File: src/rtl/hdlc_tx_pkg.sv
package hdlc_tx_pkg;

  typedef enum logic [2:0] {
    S_IDLE  = 3'd0,
    S_PRE   = 3'd1,
    S_OFLAG = 3'd2,
    S_DATA  = 3'd3,
    S_FCS   = 3'd4,
    S_CFLAG = 3'd5
  } tx_state_e;

  localparam logic [7:0]  FLAG_BYTE = 8'h7E;
  localparam logic [15:0] FCS_PRESET = 16'hFFFF;
  localparam logic [15:0] FCS_POLY_R = 16'h8408;
  localparam int          FCS_BITS   = 16;

  // one bit of the reflected CRC-16 recursion
  function automatic logic [15:0] fcs_next(input logic [15:0] cur, input logic din);
    logic fb;
    fb = cur[0] ^ din;
    fcs_next = (cur >> 1) ^ (fb ? FCS_POLY_R : 16'h0000);
  endfunction

endpackage

File: src/rtl/hdlc_tx_crc.sv
module hdlc_tx_crc
  import hdlc_tx_pkg::*;
(
  input  logic clk,
  input  logic rst_n,
  input  logic preset,
  input  logic absorb,
  input  logic din,
  input  logic drain,
  output logic fcs_bit
);
  logic [FCS_BITS-1:0] acc_q;

  always_ff @(posedge clk) begin
    if (!rst_n)      acc_q <= FCS_PRESET;
    else if (preset) acc_q <= FCS_PRESET;
    else if (absorb) acc_q <= fcs_next(acc_q, din);
    else if (drain)  acc_q <= {1'b1, acc_q[FCS_BITS-1:1]};
  end

  assign fcs_bit = ~acc_q[0];
endmodule

File: src/rtl/hdlc_tx_stuff.sv
module hdlc_tx_stuff #(
  parameter int RUN_MAX = 5
) (
  input  logic clk,
  input  logic rst_n,
  input  logic clr,
  input  logic step,
  input  logic bit_in,
  output logic stuff_due
);
  localparam int RW = $clog2(RUN_MAX + 1);
  logic [RW-1:0] run_q;

  assign stuff_due = (run_q == RW'(RUN_MAX));

  always_ff @(posedge clk) begin
    if (!rst_n)         run_q <= '0;
    else if (clr)       run_q <= '0;
    else if (step) begin
      if (stuff_due)    run_q <= '0;
      else if (bit_in)  run_q <= run_q + RW'(1);
      else              run_q <= '0;
    end
  end
endmodule

File: src/rtl/hdlc_tx_flow.sv
module hdlc_tx_flow
  import hdlc_tx_pkg::*;
#(
  parameter int PRE_CNT_W = 8
) (
  input  logic                 clk,
  input  logic                 rst_n,
  input  logic                 tx_en,
  input  logic                 dma_mode,
  input  logic                 pre_en,
  input  logic [7:0]           pre_byte,
  input  logic [PRE_CNT_W-1:0] pre_count,
  input  logic                 no_crc,
  input  logic                 auto_en,
  input  logic                 dtr_req,
  input  logic                 cts_n,
  input  logic                 fifo_empty,
  input  logic [7:0]           fifo_data,
  input  logic                 fifo_last,
  output logic                 fifo_pop,
  output logic                 fifo_flush,
  output logic                 dtr_n,
  output logic                 tx_bit
);
  localparam int CNT_W = $clog2(FCS_BITS);

  tx_state_e            st, st_n;
  logic [CNT_W-1:0]     cnt, cnt_n;
  logic [7:0]           sh, sh_n;
  logic                 last_q, last_n;
  logic [PRE_CNT_W-1:0] rep, rep_n;

  // named events
  logic ev_run, ev_hold, ev_kill, st_idle, st_pre;
  logic [2:0] st_code;
  logic pre_on, stuff_due, stuff_ins, stuff_step, stuff_clr, advance;
  logic byte_end, fcs_end, fcs_bit, cur_bit, pay_done;

  assign ev_run  = tx_en & ~cts_n;
  assign ev_hold = tx_en & cts_n & ~auto_en;
  assign ev_kill = ~tx_en | (cts_n & auto_en);
  assign st_idle = (st == S_IDLE);
  assign st_pre  = (st == S_PRE);
  assign st_code = st;

  assign pre_on   = pre_en & ~dma_mode & (pre_count != '0);
  assign byte_end = (cnt == CNT_W'(7));
  assign fcs_end  = (cnt == CNT_W'(FCS_BITS - 1));

  assign stuff_ins  = ev_run & stuff_due &
                      (st == S_DATA || st == S_FCS || st == S_CFLAG);
  assign stuff_step = ev_run & ((st == S_DATA) || (st == S_FCS) ||
                                (st == S_CFLAG && stuff_due));
  assign stuff_clr  = ev_kill | (st == S_IDLE) | (st == S_PRE) | (st == S_OFLAG);
  assign advance    = ev_run & ~stuff_ins;

  always_comb begin
    unique case (st)
      S_PRE:           cur_bit = sh[0];
      S_OFLAG, S_CFLAG: cur_bit = stuff_ins ? 1'b0 : FLAG_BYTE[cnt[2:0]];
      S_DATA:          cur_bit = stuff_ins ? 1'b0 : sh[0];
      S_FCS:           cur_bit = stuff_ins ? 1'b0 : fcs_bit;
      default:         cur_bit = 1'b1;
    endcase
  end

  // payload ends after a marked byte or when the queue runs dry
  assign pay_done = last_q | fifo_empty;
  assign fifo_pop = advance & byte_end & ~fifo_empty &
                    ((st == S_OFLAG) || (st == S_DATA && !last_q));
  assign fifo_flush = tx_en & cts_n & auto_en;

  always_comb begin
    st_n = st; cnt_n = cnt; sh_n = sh; last_n = last_q; rep_n = rep;
    if (advance) begin
      unique case (st)
        S_IDLE: if (!fifo_empty) begin
          cnt_n = '0;
          if (pre_on) begin
            st_n = S_PRE; sh_n = pre_byte; rep_n = pre_count;
          end else begin
            st_n = S_OFLAG;
          end
        end
        S_PRE: begin
          cnt_n = cnt + CNT_W'(1);
          sh_n  = sh >> 1;
          if (byte_end) begin
            cnt_n = '0;
            if (rep == PRE_CNT_W'(1)) st_n = S_OFLAG;
            else begin rep_n = rep - PRE_CNT_W'(1); sh_n = pre_byte; end
          end
        end
        S_OFLAG: begin
          cnt_n = cnt + CNT_W'(1);
          if (byte_end) begin
            cnt_n = '0;
            if (fifo_empty) st_n = no_crc ? S_CFLAG : S_FCS;
            else begin st_n = S_DATA; sh_n = fifo_data; last_n = fifo_last; end
          end
        end
        S_DATA: begin
          cnt_n = cnt + CNT_W'(1);
          sh_n  = sh >> 1;
          if (byte_end) begin
            cnt_n = '0;
            if (pay_done) st_n = no_crc ? S_CFLAG : S_FCS;
            else begin sh_n = fifo_data; last_n = fifo_last; end
          end
        end
        S_FCS: begin
          cnt_n = cnt + CNT_W'(1);
          if (fcs_end) begin cnt_n = '0; st_n = S_CFLAG; end
        end
        default: begin
          cnt_n = cnt + CNT_W'(1);
          if (byte_end) begin cnt_n = '0; st_n = S_IDLE; end
        end
      endcase
    end
  end

  always_ff @(posedge clk) begin
    if (!rst_n) begin
      st <= S_IDLE; cnt <= '0; sh <= '0; last_q <= 1'b0; rep <= '0;
      tx_bit <= 1'b1; dtr_n <= 1'b1;
    end else begin
      dtr_n  <= ~dtr_req;
      tx_bit <= ev_run ? cur_bit : 1'b1;
      if (ev_kill) begin
        st <= S_IDLE; cnt <= '0;
      end else if (ev_run) begin
        st <= st_n; cnt <= cnt_n; sh <= sh_n; last_q <= last_n; rep <= rep_n;
      end
    end
  end

  hdlc_tx_crc u_crc (
    .clk     (clk),
    .rst_n   (rst_n),
    .preset  (ev_run & (st == S_OFLAG)),
    .absorb  (advance & (st == S_DATA)),
    .din     (sh[0]),
    .drain   (advance & (st == S_FCS)),
    .fcs_bit (fcs_bit)
  );

  hdlc_tx_stuff #(.RUN_MAX(5)) u_stuff (
    .clk       (clk),
    .rst_n     (rst_n),
    .clr       (stuff_clr),
    .step      (stuff_step),
    .bit_in    (cur_bit),
    .stuff_due (stuff_due)
  );
endmodule

File: config.mk
export PLATFORM = sky130hd
export DESIGN_NAME = hdlc_tx_flow
export DESIGN_NICKNAME = d
export VERILOG_FILES = /design/src/rtl/hdlc_tx_pkg.sv /design/src/rtl/hdlc_tx_crc.sv /design/src/rtl/hdlc_tx_stuff.sv /design/src/rtl/hdlc_tx_flow.sv
export SDC_FILE = /design/constraint.sdc
export NUM_CORES = 1
export LEC_CHECK = 0
export BUFFER_PORTS_ARGS = -buffer_cell sky130_fd_sc_hd__buf_4
export CORE_ASPECT_RATIO = 1.75
export CORE_MARGIN = 4
export CORE_UTILIZATION = 53
export CTS_BUF_LIST = sky130_fd_sc_hd__clkbuf_2 sky130_fd_sc_hd__clkbuf_4 sky130_fd_sc_hd__clkbuf_8
export DETAILED_ROUTE_END_ITERATION = 7
export HOLD_SLACK_MARGIN = 0.02
export PLACE_DENSITY = 0.79
export SETUP_SLACK_MARGIN = 0.5
export SYNTH_ARGS = -nofsm -noshare
export SYNTH_HDL_FRONTEND = slang
export SYNTH_SLANG_ARGS = --single-unit
File: constraint.sdc
create_clock -name clk -period 1.7 [get_ports clk]
set_input_delay 0.17 -clock clk [delete_from_list [all_inputs] [get_ports clk]]
set_output_delay 0.17 -clock clk [all_outputs]
set_load 0.005 [all_outputs]
Yosys cells after proc, flatten, opt, wreduce, memory -nomap -nowiden
Memories as Yosys holds them, arrays and structs flattened. A register that Yosys moved wholly into a read port is not among the register bits.
Index checks and enable logic that the tools add are counted.
{"block": "classes", "multipliers": 0, "n_div": 0, "muxes": 47, "add_sub_neg": 3, "shifts": 0, "n_reduce_logical": 24, "magnitude_cmp": 1, "eq_ne": 20, "n_bitwise": 32}
{"op": "8-bit 2-to-1 mux", "n": 12}
{"op": "16-bit 2-to-1 mux", "n": 3}
{"op": "3-bit 2-to-1 mux", "n": 13}
{"op": "8-bit case mux with 4 select lines", "n": 1}
{"op": "8-bit AND reduction", "n": 3}
{"op": "1-bit bitwise AND", "n": 16}
{"op": "2-bit != test, second input constant", "n": 8}
{"op": "8-bit case mux with 2 select lines", "n": 1}
{"op": "15-bit by 16-bit XOR with 16-bit output", "n": 1}
{"op": "3-bit case mux with 5 select lines", "n": 1}
{"op": "4-bit 2-to-1 mux", "n": 3}
{"op": "10-bit AND reduction", "n": 1}
{"op": "3-bit equality test, second input constant", "n": 3}
{"op": "1-bit 2-to-1 mux", "n": 9}
{"op": "1-bit inverter", "n": 9}
{"op": "8-bit by 1-bit equality test with 1-bit output, second input constant", "n": 1}
{"op": "4-bit case mux with 2 select lines", "n": 1}
{"op": "8-bit nonzero test", "n": 1}
{"op": "2-bit OR reduction", "n": 4}
{"op": "8-bit by 1-bit subtractor with 8-bit output, second input constant", "n": 1}
{"op": "3-bit by 2-bit equality test with 1-bit output, second input constant", "n": 2}
{"op": "2-bit by 1-bit != test with 1-bit output, second input constant", "n": 3}
{"op": "2-bit nonzero test", "n": 3}
{"op": "1-bit bitwise OR", "n": 5}
{"op": "other kinds (18)", "n": 22}
{"block": "totals", "ramBits": 0, "n_memories": 1, "romBits": 8, "latchBits": 0, "input_bits": 35, "regBits": 45}
{"name": "(name not given)", "words": 8, "width": 1, "read_ports": 1, "rd_ports_with_merged_regs": 1, "wr": 0, "line": "hdlc_tx_flow.sv:60", "text": "S_OFLAG, S_CFLAG: cur_bit = stuff_ins ? 1'b0 : FLAG_BYTE[cnt[2:0]];"}

Depth between registers and ports, before layout
Gate-level depths: netlist (run 1).
{"block": "depth", "ltp_word": 9, "mapped_depth": 10}

Cells and area by module
A second synthesis (run 1) with hierarchy kept.
{"block": "hier_totals", "hier_cells": 330, "hier_area_um2": 2553.7}
{"module": "hdlc_tx_flow", "cells_per_inst": 239, "area_each_um2": 1785.5, "n_inst": 1}
{"module": "hdlc_tx_crc", "cells_per_inst": 74, "area_each_um2": 606.8, "n_inst": 1}
{"module": "hdlc_tx_stuff", "cells_per_inst": 17, "area_each_um2": 161.4, "n_inst": 1}

Worst setup path before layout (run 1)
OpenSTA, ideal clock, no wires.
{"block": "synth_path", "kind": "reg2reg", "start": "register u_stuff.run_q[1]", "end": "register with a tool-made name", "arrival_ps": 1823, "slack_ps": -181, "required_time_ps": 1642, "path_stages_with_launch": 10, "n_path_buf": 1, "path_cell_list": "dfxtp_1 > inv_1 > ha_1 > nand2_1 > o21ai_2 > or2_1 > buf_6 > a311o_1 > a211o_1 > nand2_1"}
{"item": "from (decl)", "line": "hdlc_tx_stuff.sv:12", "text": "logic [RW-1:0] run_q;"}
{"item": "from (signal assigned)", "line": "hdlc_tx_stuff.sv:21", "text": "else if (bit_in) run_q <= run_q + RW'(1);"}

Worst setup path after layout (run 1)
{"block": "layout_path", "start": "register cnt[1]", "end": "output fifo_pop"}
{"block": "layout_via", "elab_chain_len": 4}
{"item": "from (decl)", "line": "hdlc_tx_flow.sv:28", "text": "logic [CNT_W-1:0] cnt, cnt_n;"}
{"item": "from (signal assigned)", "line": "hdlc_tx_flow.sv:133", "text": "st <= st_n; cnt <= cnt_n; sh <= sh_n; last_q <= last_n; rep <= rep_n;"}
{"item": "4-bit by 3-bit equality test with 1-bit output", "line": "hdlc_tx_flow.sv:47", "text": "assign byte_end = (cnt == CNT_W'(7));"}
{"item": "1-bit bitwise AND (3 in series)", "line": "hdlc_tx_flow.sv:69", "text": "assign fifo_pop = advance & byte_end & ~fifo_empty &"}
{"item": "to (decl)", "line": "hdlc_tx_flow.sv:20", "text": "output logic fifo_pop,"}
No other way between the ends.

==> results.txt, run 1 <==
- Outcome: finished, violations left
- Violations in the final reports: setup timing
- In the post-route analysis, the smallest setup slack over all paths is -0.3643 ns.
- The H-tree was split into 2 levels.
- For this design the ratio of total power to cell area is 560.9 nW/µm².
* Count of distinct cell types in the synthesized netlist: 63
- Area Growth Syn to Fin: 62.49%
- Yosys printed 0 warnings.
- Drt total wl: 10,820 µm
* Slew at the pin closest to its max-slew limit: 0.4533 ns
- The floorplan step set the die height to 99.67 µm.
- Cells after DPL: 449
- In the final routed layout, each cell accounts on average for 22.59 µm.
- After legalization and detailed placement, the total HPWL measured 5423 µm.
- The initial utilization of the core area, before any placement, comes to 0.5455.
* Global-route wire length before repair: 14,880 µm
- Worst-path cell chain: ha_4 -> nand3b_1 -> buf_4 -> a211o_1 -> nor4_4 -> buf_4
* Pin count of the biggest net entering global routing: 22
- Of all cell types, the one taking the most synthesized area is dfxtp_1.
- Post-synthesis average cell area: 7.783 µm²
- Max Clk Rate: 484.4 MHz
- For this design, the slowest cell found on the critical path is dfxtp_2.
- For the worst setup path, the data required time is 1.53 ns.
* Fin. max-slew vios: 0
- Antenna fix cells: 0
- Clock tree synthesis selected as its root buffer the cell clkbuf_8.
- The smallest clock period supported by the final layout is computed as 2.064 ns.
- Final Total Pwr: 2.319 mW
* Share of Yosys cell area claimed by the top area cell type: 0.3618
- Cell area after layout: 4135 µm²
* Hold Vio Cnt, Final: 0
* Worst min-delay path class: input pin to flop
- In this run the horizontal extent of the chip is 60.38 µm.
- Once detail routing completed, the nets flagged for antenna violations numbered 0.
* WHS: 0.008082 ns
- DRC violation total after the first TritonRoute iteration: 340
* Final standard cell count with taps included and fillers excluded: 479
* Period Utilization, post-route: 1.214
* Synth cell count leaders: nand2_1, dfxtp_1, nand3_1, o21ai_0, a21oi_1
* Cell family contributing the most delay on the critical path: simple AND/OR/NAND/NOR gates
- Unrepaired setup endpoints after global routing: true
* TritonRoute pass-1 iters: 5
- Net count, final: 466
- Critical Path Source Type: flop
- At the end of routability-driven placement, the weighted congestion stood at 0.9090.
- Setup TNS after final layout: -6.681 ns
* Worst-skew pair later-pin latency: 0.32 ns
* Via count of the first global-routing pass: 3,128
- Dpl cell area: 3297 µm²
* Total overflow reported by the global router: 0
- Counting both buffers and inverters, the worst setup path holds a total of 2.
- Leading register cell type out of synthesis: dfxtp_1
* Clk sink count: 46
* Nets in the synthesized netlist: 367
* Data arrival time at the worst-slack endpoint: 1.89 ns
- Summing every instance area after synthesis gives 2545 µm².
* Sequential area share after synthesis: 0.3618
- The setup path with the least slack is of type flop to output port.
- Dominant cell type by count on the critical path: buf_4
- Among all cell types in the netlist, the one instantiated most often is nand2_1.
- Worst-case clock skew: 0.007062 ns
- Instance count of the mapped netlist: 327
* Worst slew margin relative to its limit: 0.6978
- Maximum buffer depth of the clock tree: 2
- Using the TritonRoute via totals, the vias-per-cell ratio works out to 6.656.
- Setup violations remaining at the end of the flow were counted as 43.
* Asr flop ratio synth: 0
- Row generation in the floorplan step produced 33 rows.
* Top post-synthesis cells by area: dfxtp_1, nand2_1, nand3_1
- Clock-pin slew of the registers on the worst-case setup and hold paths: 0.09 ns
- The tool flagged a number of max-cap violations equal to 0.
* TritonCTS Buffers: 5
* Fraction of final layout cells sized beyond drive strength 1: 0.5246
* Number of buffer cells added on primary ports: 38
- Worst-path maximum fanout: 2
- Number of antenna violations at the first check in global routing: 0
* I/O pin cnt: 39
* Post-synth EDFFs: 0
* Die ar.: 6018 µm²
- Synthesis inferred 46 register bits.
- Summing over every cut layer, the via total after detailed routing is 3,188.
- TritonCTS built the clock tree.
- For this run, the total global-route usage over all layers was measured as 0.3281.
- Worst voltage drop across the vdd grid: 0.6678 mV
- DRC errors left: 0
* Critical path endpoint category: output port
- In this run the standard cell core region covers 4666 µm².
- Delay of the slowest critical-path stage: 0.36 ns
* Number of hold-repair buffers added at the cts stage: 0
- Static leakage: 1.672 nW
cells by family after synthesis:
group           share of synthesized area
mux                              0.003933
flops                              0.3618
buf+inv                           0.05358
compound gates                     0.2281
simple gates                       0.3176
fa+ha+maj                         0.02458
xor+xnor                          0.01033
cells in the final DEF, fill, tap and decap left out, types with 10 or more instances in the layout:
cell and count:
nand2_1 46, buf_4 91, o21ai_1 10, a21oi_2 13, buf_6 14, nor2_1 12, dfxtp_1 39, nand3_2 13
nand2_4 11
layout make-up:
cell class | instances | area [µm²]
clock buffers | 5 | 68.82
multi-input cells | 256 | 2058
fillers | 214 | 530.5
flip-flops and latches | 46 | 932.1
clock inverters | 3 | 43.79
repair buffers | 110 | 938.4
well taps | 52 | 65.06
inverters | 7 | 28.78
final timing paths:
| kind | from | to | slack [ns] | cells after the start |
|---|---|---|---|---|
| worst max-delay path | cnt[1] | fifo_pop | -0.36 | 6 |
| worst min-delay path | dtr_req | dtr_n | 0.008 | 2 |
| worst max register to register | cnt[1] | sh[0] | -0.31 | 9 |
| worst min register to register | sh[3] | sh[2] | 0.49 | 2 |
state kept, by name (all words and copies together), names as in the netlist, named ones only:
signal and count:
u_stuff.run_q 3, tx_bit 1, rep 8, last_q 1
cnt 4, sh 8, u_crc.acc_q 16, st 3
dtr_n 1
power breakdown:
| part | internal (mW) | switching, mW |
|---|---|---|
| Clock | 0.442 | 0.428 |
| Combinational | 0.171 | 0.182 |
| Sequential | 1.09 | 0.0102 |
repair_timing:
item,4_1_cts,5_1_grt
gates resized for setup,84,52
cloned,4,1
buffers inserted,16,1
pin swaps,45,8
endpoints found under the setup margin,46,46
through the flow:
stage	setup slack, ns	utilization
floorplan	-0.1041	-
global placement	-0.1435	0.7066
detailed placement	-0.2171	0.7066
CTS	-0.2542	0.8367
global route	-0.3528	0.8863
finish	-0.3643	0.8863
layer usage:
layer	global-route usage	share of wire
met1	0.3162	0.34
met2	0.5858	0.54
met3	0.07532	0.064
met4	0.2167	0.060
met5	0	0
(Power assumes the default switching activity.)
==> inputs of run 2 (changes only) <==
--- a/config.mk
+++ b/config.mk
@@ -6,9 +6,11 @@
 export NUM_CORES = 1
 export LEC_CHECK = 0
 export BUFFER_PORTS_ARGS = -buffer_cell sky130_fd_sc_hd__buf_4
+export CELL_PAD_IN_SITES_DETAIL_PLACEMENT = 1
+export CELL_PAD_IN_SITES_GLOBAL_PLACEMENT = 1
 export CORE_ASPECT_RATIO = 1.75
 export CORE_MARGIN = 4
-export CORE_UTILIZATION = 53
+export CORE_UTILIZATION = 39
 export CTS_BUF_LIST = sky130_fd_sc_hd__clkbuf_2 sky130_fd_sc_hd__clkbuf_4 sky130_fd_sc_hd__clkbuf_8
 export DETAILED_ROUTE_END_ITERATION = 7
 export HOLD_SLACK_MARGIN = 0.02
==> results.txt, run 2 (synthesis gave the netlist of run 1 again) <==
* Wire per inst: 27.83 µm
* Half-perimeter wire length after detailed placement: 6372 µm
- The floorplan step defined a die boundary enclosing 7933 µm².
- Largest regs: u_crc.acc_q (16), rep (8), sh (8)
- The run finished, with violations left.
- Number of antenna violations at the first check in global routing: 0
- No sink is reached through more buffers than the 2 on the longest clock path.
* Util after Layout: 0.7155
- Antenna fix cells: 0
* Power per Cell Area: 506.3 nW/µm²
- Based on the critical path, the design can be clocked at up to 452.3 MHz.
- For the pin with the worst max-slew slack, the measured transition is 0.5437 ns.
- The share of total power dissipated in the clock network is 0.340.
* TritonCTS Buffers: 5
* Period Utilization, post-route: 1.301
- The tool flagged a number of max-cap violations equal to 0.
* DRC violation total after the first TritonRoute iteration: 254
- The top cell types in the final layout, fill and taps aside, are buf_4, dfxtp_1, nand2_1.
- Data arrival time at the worst-slack endpoint: 2.47 ns
- Unrepaired setup endpoints after global routing: true
- Of the total power, the share spent switching nets is 0.2935.
- Worst slew margin relative to its limit: 0.6337
- Fraction of final layout cells sized beyond drive strength 1: 0.5756
- STA classifies the critical path endpoint as a flop.
* Switching power: 0.6673 mW
- The die is 69.07 µm wide.
- The share of total power dissipated in sequential elements is 0.482.
- In this run the worst path has a maximum fanout of 10.
- Clock-pin slew of the registers on the worst-case setup and hold paths: 0.11 ns
- In the final design database the tool counted 489 nets.
- Setup violations, final: 44
- Pin count of the biggest net entering global routing: 24
* Routability congestion estimate: 0.8855
- Clk sink count: 46
- Tmin final: 2.211 ns
- Worst Path Required: 1.96 ns
* Overall routing resource usage: 0.3004
- In this run the vertical extent of the chip is 114.9 µm.
* Clock tree from TritonCTS: done
- The tightest min-delay check is of the input pin to flop type.
- Starting density of the core: 0.4055
- Setup slack on the critical path of the routed design comes to -0.5109 ns.
- Place WS: -0.2677 ns
* Flip-flop count of the largest register, all copies and words added: 16
- Worst-skew pair later-pin latency: 0.35 ns
* Area used by sequential logic in the layout: 934.6 µm²
* Worst-case clock skew: 0.02450 ns
- Of the total power, combinational logic draws 0.178.
- Register with the most flip-flops: u_crc.acc_q
- Leaving out fill and tap cells, the most frequent cell in the layout is buf_4.
* Via count of the first global-routing pass: 3,530
* Global-route wire length before repair: 18,560 µm
- The routed layout has 3,305 vias.
- The area growth from synthesis to layout is 76.45%.
- The worst-case IR drop observed on VDD is 0.9015 mV.
- Summing all non-filler instances in the final layout gives an area of 4491 µm².
* Setup TNS after final layout: -10.82 ns
- In this run the standard cell core region covers 6276 µm².
- Number of buffer cells added on primary ports: 38
- I/O pin cnt: 39
* Total overflow reported by the global router: 0
- H-Tree Level Count: 2
* Critical Path Source Type: flop
- Once placement finished, the instance area stood at 3385 µm².
* Multi-input gate area: 2133 µm²
- Drt total wl: 14,750 µm
- Total of fill cells in the finished design: 662
* Row Count: 38
* Number of nets with antenna violations after routing: 0
- Static leakage: 1.810 nW
* Class of the most critical setup path: flop to flop
- Internal power contribution: 1.606 mW
- Violations in the final reports: setup timing
- The hold violation count in the final report came to 0.
- Fin. max-slew vios: 0
- TritonRoute pass-1 iters: 4
- The cell sitting at the root of the clock tree is a clkbuf_8.
- Drt via density: 6.236
- In the routed design, unresolved DRC markers number 0.
## run 2: power groups by stage
stage	Clock, mW	Combinational (mW)	Sequential, mW
after CTS	0.753	0.343	1.10
final	0.773	0.404	1.10
after floorplan	0	0.130	1.12
after detailed placement	0	0.276	1.12
after global placement	0	0.268	1.12
after global routing	0.818	0.422	1.10
## run 2: path summary, 6_finish.rpt
check                                    start              to  slack, ns  cells past startpoint
worst min-delay path                     rst_n          tx_bit       0.09                      2
worst max-delay path                     st[1]           sh[5]      -0.51                      9
worst max register to register           st[1]           sh[5]      -0.51                      9
worst min register to register  u_crc.acc_q[2]  u_crc.acc_q[1]       0.53                      2
## run 2: layout make-up
type | count | area share
Inverter | 7 | 0.006408
Timing Repair Buffer | 133 | 0.2669
Tap cell | 80 | 0.02229
Clock inverter | 2 | 0.002786
Multi-Input combinational cell | 256 | 0.4751
Clock buffer | 6 | 0.01839
Sequential cell | 46 | 0.2081
## run 2: timing repair
action | 4_1_cts | 5_1_grt
hold buffers | 1 | 0
gates resized for setup | 125 | 47
pin swaps | 59 | 20
hold endpoints to repair | 1 | 0
buffers inserted | 20 | 12
gates cloned | 4 | 1
setup endpoints to repair | 46 | 46
## run 2: critical path, stage by stage (launching register included)
cell     delay [ns]
dfxtp_2        0.35
buf_4          0.14
buf_4          0.17
nor3b_4        0.27
buf_6          0.21
o21ai_0        0.24
o21ai_1        0.23
buf_4          0.20
nand2_1        0.06
a31oi_1        0.26
## run 2: metrics by stage
step | hold WS [ns] | power (mW) | std cells
final | 0.08502 | 2.274 | 530
after global routing | 0.07947 | 2.337 | 530
after CTS | 0.07834 | 2.192 | 517
after detailed placement | 0.3439 | 1.395 | 484
after global placement | 0.3419 | 1.387 | 484
after floorplan | 0.2400 | 1.248 | 327
## run 2: layer usage
metal / up-vias / part of all wire / routed length, µm / track usage
li1: 1420 / - / - / -
met1: 1655 / 0.36 / 5286 / 0.2916
met2: 160 / 0.53 / 7796 / 0.5727
met3: 70 / 0.052 / 768 / 0.06649
met4: 0 / 0.061 / 898 / 0.1773
met5: - / 0 / 0 / 0
==> inputs of run 3 (changes only) <==
--- a/config.mk
+++ b/config.mk
@@ -15,6 +15,7 @@
 export DETAILED_ROUTE_END_ITERATION = 7
 export HOLD_SLACK_MARGIN = 0.02
 export PLACE_DENSITY = 0.79
+export REMOVE_ABC_BUFFERS = 1
 export SETUP_SLACK_MARGIN = 0.5
 export SYNTH_ARGS = -nofsm -noshare
 export SYNTH_HDL_FRONTEND = slang
==> constraint.sdc (replaced) <==
create_clock -name clk -period 2 [get_ports clk]
set_input_delay 0.2 -clock clk [delete_from_list [all_inputs] [get_ports clk]]
set_output_delay 0.2 -clock clk [all_outputs]
set_load 0.005 [all_outputs]
==> results.txt, run 3 (synthesis gave the netlist of run 1 again) <==
- Total overflow reported by the global router: 0
* Routability congestion estimate: 0.8732
- The tree built by TritonCTS fans out to 46 sinks.
- Worst min-delay path class: input pin to flop
* Final standard cell count with taps included and fillers excluded: 501
* Via count of the first global-routing pass: 3,243
- Buffers inserted to repair hold after CTS numbered 0.
- Across every metal layer, demand over resource in global routing totals 0.2569.
- Together, buffers and inverters on the worst path number 2.
* Critical Path Source Type: flop
* Half-perimeter wire length after detailed placement: 5959 µm
- In this run the tool buffered the top-level ports with 38 buffer cells.
* Violations in the final reports: setup timing
- Leading cell type in the layout, fill and taps excluded: buf_4
* Register with the most flip-flops: u_crc.acc_q
- Worst-path maximum fanout: 5
* Starting density of the core: 0.4055
- The hold violation count in the final report came to 0.
- The largest registers in the layout are u_crc.acc_q (16), rep (8), sh (8).
- The worst setup path is captured at a flop.
* Drt total wl: 12,460 µm
* Clock tree from TritonCTS: done
- The flow ran to the end, but the final reports show violations.
* Number of nets with antenna violations after routing: 0
- DRC errors left: 0
* Dominant cell type by count on the critical path: a21oi_1
- Tmin final: 2.050 ns
- Vert. Die Dim: 114.9 µm
* Cell area after layout: 3933 µm²
- Entering global routing, the biggest net connects 25 pins.
- The first global-routing pass estimated 16,080 µm of wire.
- Net count, final: 460
* Placeable core region: 6276 µm²
- Final Total Pwr: 1.869 mW
* Antenna fix cells: 0
- H-Tree Level Count: 2
- Total of fill cells in the finished design: 737
* Wire per inst: 24.87 µm
- Root Buffer Master: clkbuf_8
- Maximum buffer depth of the clock tree: 2
* Dpl cell area: 3035 µm²
* I/O pin cnt: 39
- Cells after DPL: 453
* Die ar.: 7933 µm²
* Commonest cells after routing, fill and taps aside: buf_4, nand2_1, dfxtp_1
* TritonCTS Buffers: 5
- TritonRoute pass-1 iters: 4
- For this block, the initial DRC count from the detailed router was 268.
* Setup WS post-layout: -0.04997 ns
- For this block, the via count after detailed routing is 3,078.
- Slew at the pin closest to its max-slew limit: 0.6410 ns
* Flip-flop count of the largest register, all copies and words added: 16
- Worst-skew pair later-pin latency: 0.34 ns
- Worst reg2reg path depth: 8
* Unrepaired setup endpoints after global routing: true
* Worst slew margin relative to its limit: 0.5682
- IR analysis of the VDD net gives a maximum drop of 0.5052 mV.
- In this run the horizontal extent of the chip is 69.07 µm.
- The slowest stage of the critical path belongs to the cell or4b_1.
- Fin. max-slew vios: 0
- Across the run, the number of max-cap violations was 0.
- Worst Path Required: 2.25 ns
- Using the TritonRoute via totals, the vias-per-cell ratio works out to 6.144.
- Along the worst hold path, the cell count comes to 2.
* Class of the most critical setup path: flop to flop
* Worst-case clock skew: 0.01104 ns
- Number of cells on the critical path: 8
* Cell family contributing the most delay on the critical path: simple AND/OR/NAND/NOR gates
- Data arrives at the worst endpoint at 2.30 ns.
- Delay of the slowest critical-path stage: 0.52 ns
- Summed over all cells, the static leakage comes to 1.634 nW.
- Clock-pin slew of the registers on the worst-case setup and hold paths: 0.10 ns
- The number of antenna violations at the first check in global routing came to 0.
- From synthesis to final layout, the design area changed by 54.52%.
- Worst-path cell chain: buf_4 -> nand3b_1 -> buf_6 -> nor3_1 -> a21oi_1 -> nand3_2 -> or4b_1 -> a21oi_1
- Static timing analysis puts the maximum clock frequency at 487.8 MHz.
- In the finished design, the share of the clock period the worst path needs comes to 1.025.
- Fraction of final layout cells sized beyond drive strength 1: 0.4394
- Setup violations remaining at the end of the flow were counted as 10.
- After floorplanning, the core was divided into 38 placement rows.
- Power per Cell Area: 475.3 nW/µm²
## run 3: cell types whose count changed in the layout (fill, tap and decap cells not counted), sizes merged
cell         delta
buf            -26
bufbuf          +1
clkbuf          -3
dlygate4sd3     -1
inv             +1
nand2           -1
## run 3: cell type report
cell class	count	area, µm²	share of cell area
clock buffer	5	68.82	0.01750
clock inverter	3	25.02	0.006363
timing repair buffer	105	900.9	0.2291
multi-input combinational	255	1866	0.4744
tap	80	100.1	0.02545
inverter	7	26.28	0.006682
sequential	46	945.9	0.2405
## run 3: power breakdown
| group | switching (mW) | internal, mW |
|---|---|---|
| Clock | 0.387 | 0.253 |
| Combinational | 0.155 | 0.147 |
| Sequential | 0.00942 | 0.917 |
## run 3: final timing paths
check	start	endpoint	slack, ns
setup / recovery	st[1]	st[2]	-0.05
hold reg to reg	u_crc.acc_q[8]	u_crc.acc_q[7]	0.48
hold / removal	dtr_req	dtr_n	0.02
setup reg to reg	st[1]	st[2]	-0.05
## run 3: through the flow
stage | setup TNS (ns) | worst slack, ns | util | hold WS (ns)
6_report | -0.2346 | -0.04997 | 0.6266 | 0.01830
4_1_cts | 0 | 0.05940 | 0.5644 | 0.02463
2_1_floorplan | -3.938 | -0.3330 | - | 0.2619
3_5_place_dp | -0.07949 | -0.05370 | 0.4837 | 0.3710
5_1_grt | -0.7162 | -0.1131 | 0.6266 | 0.02984
3_3_place_gp | 0 | 0.007641 | 0.4837 | 0.3687
## run 3: routing by layer
layer	global-route usage	routed length (µm)
met1	0.2371	4537
met2	0.4987	6617
met3	0.04812	525
met4	0.1760	779
met5	0	0
## run 3: what timing repair did
action / in CTS / in global routing
resized for setup: 53 / 63
cloned: 2 / 1
endpoints found under the setup margin: 46 / 46
setup buffers: 21 / 16
pin swaps: 12 / 18
## run 3: worst reg2reg max path: stages (launching register included)
cell	delay (ns)
dfxtp_4	0.38
buf_4	0.17
nand3b_1	0.15
buf_6	0.15
nor3_1	0.06
a21oi_1	0.21
nand3_2	0.13
or4b_1	0.52
a21oi_1	0.18
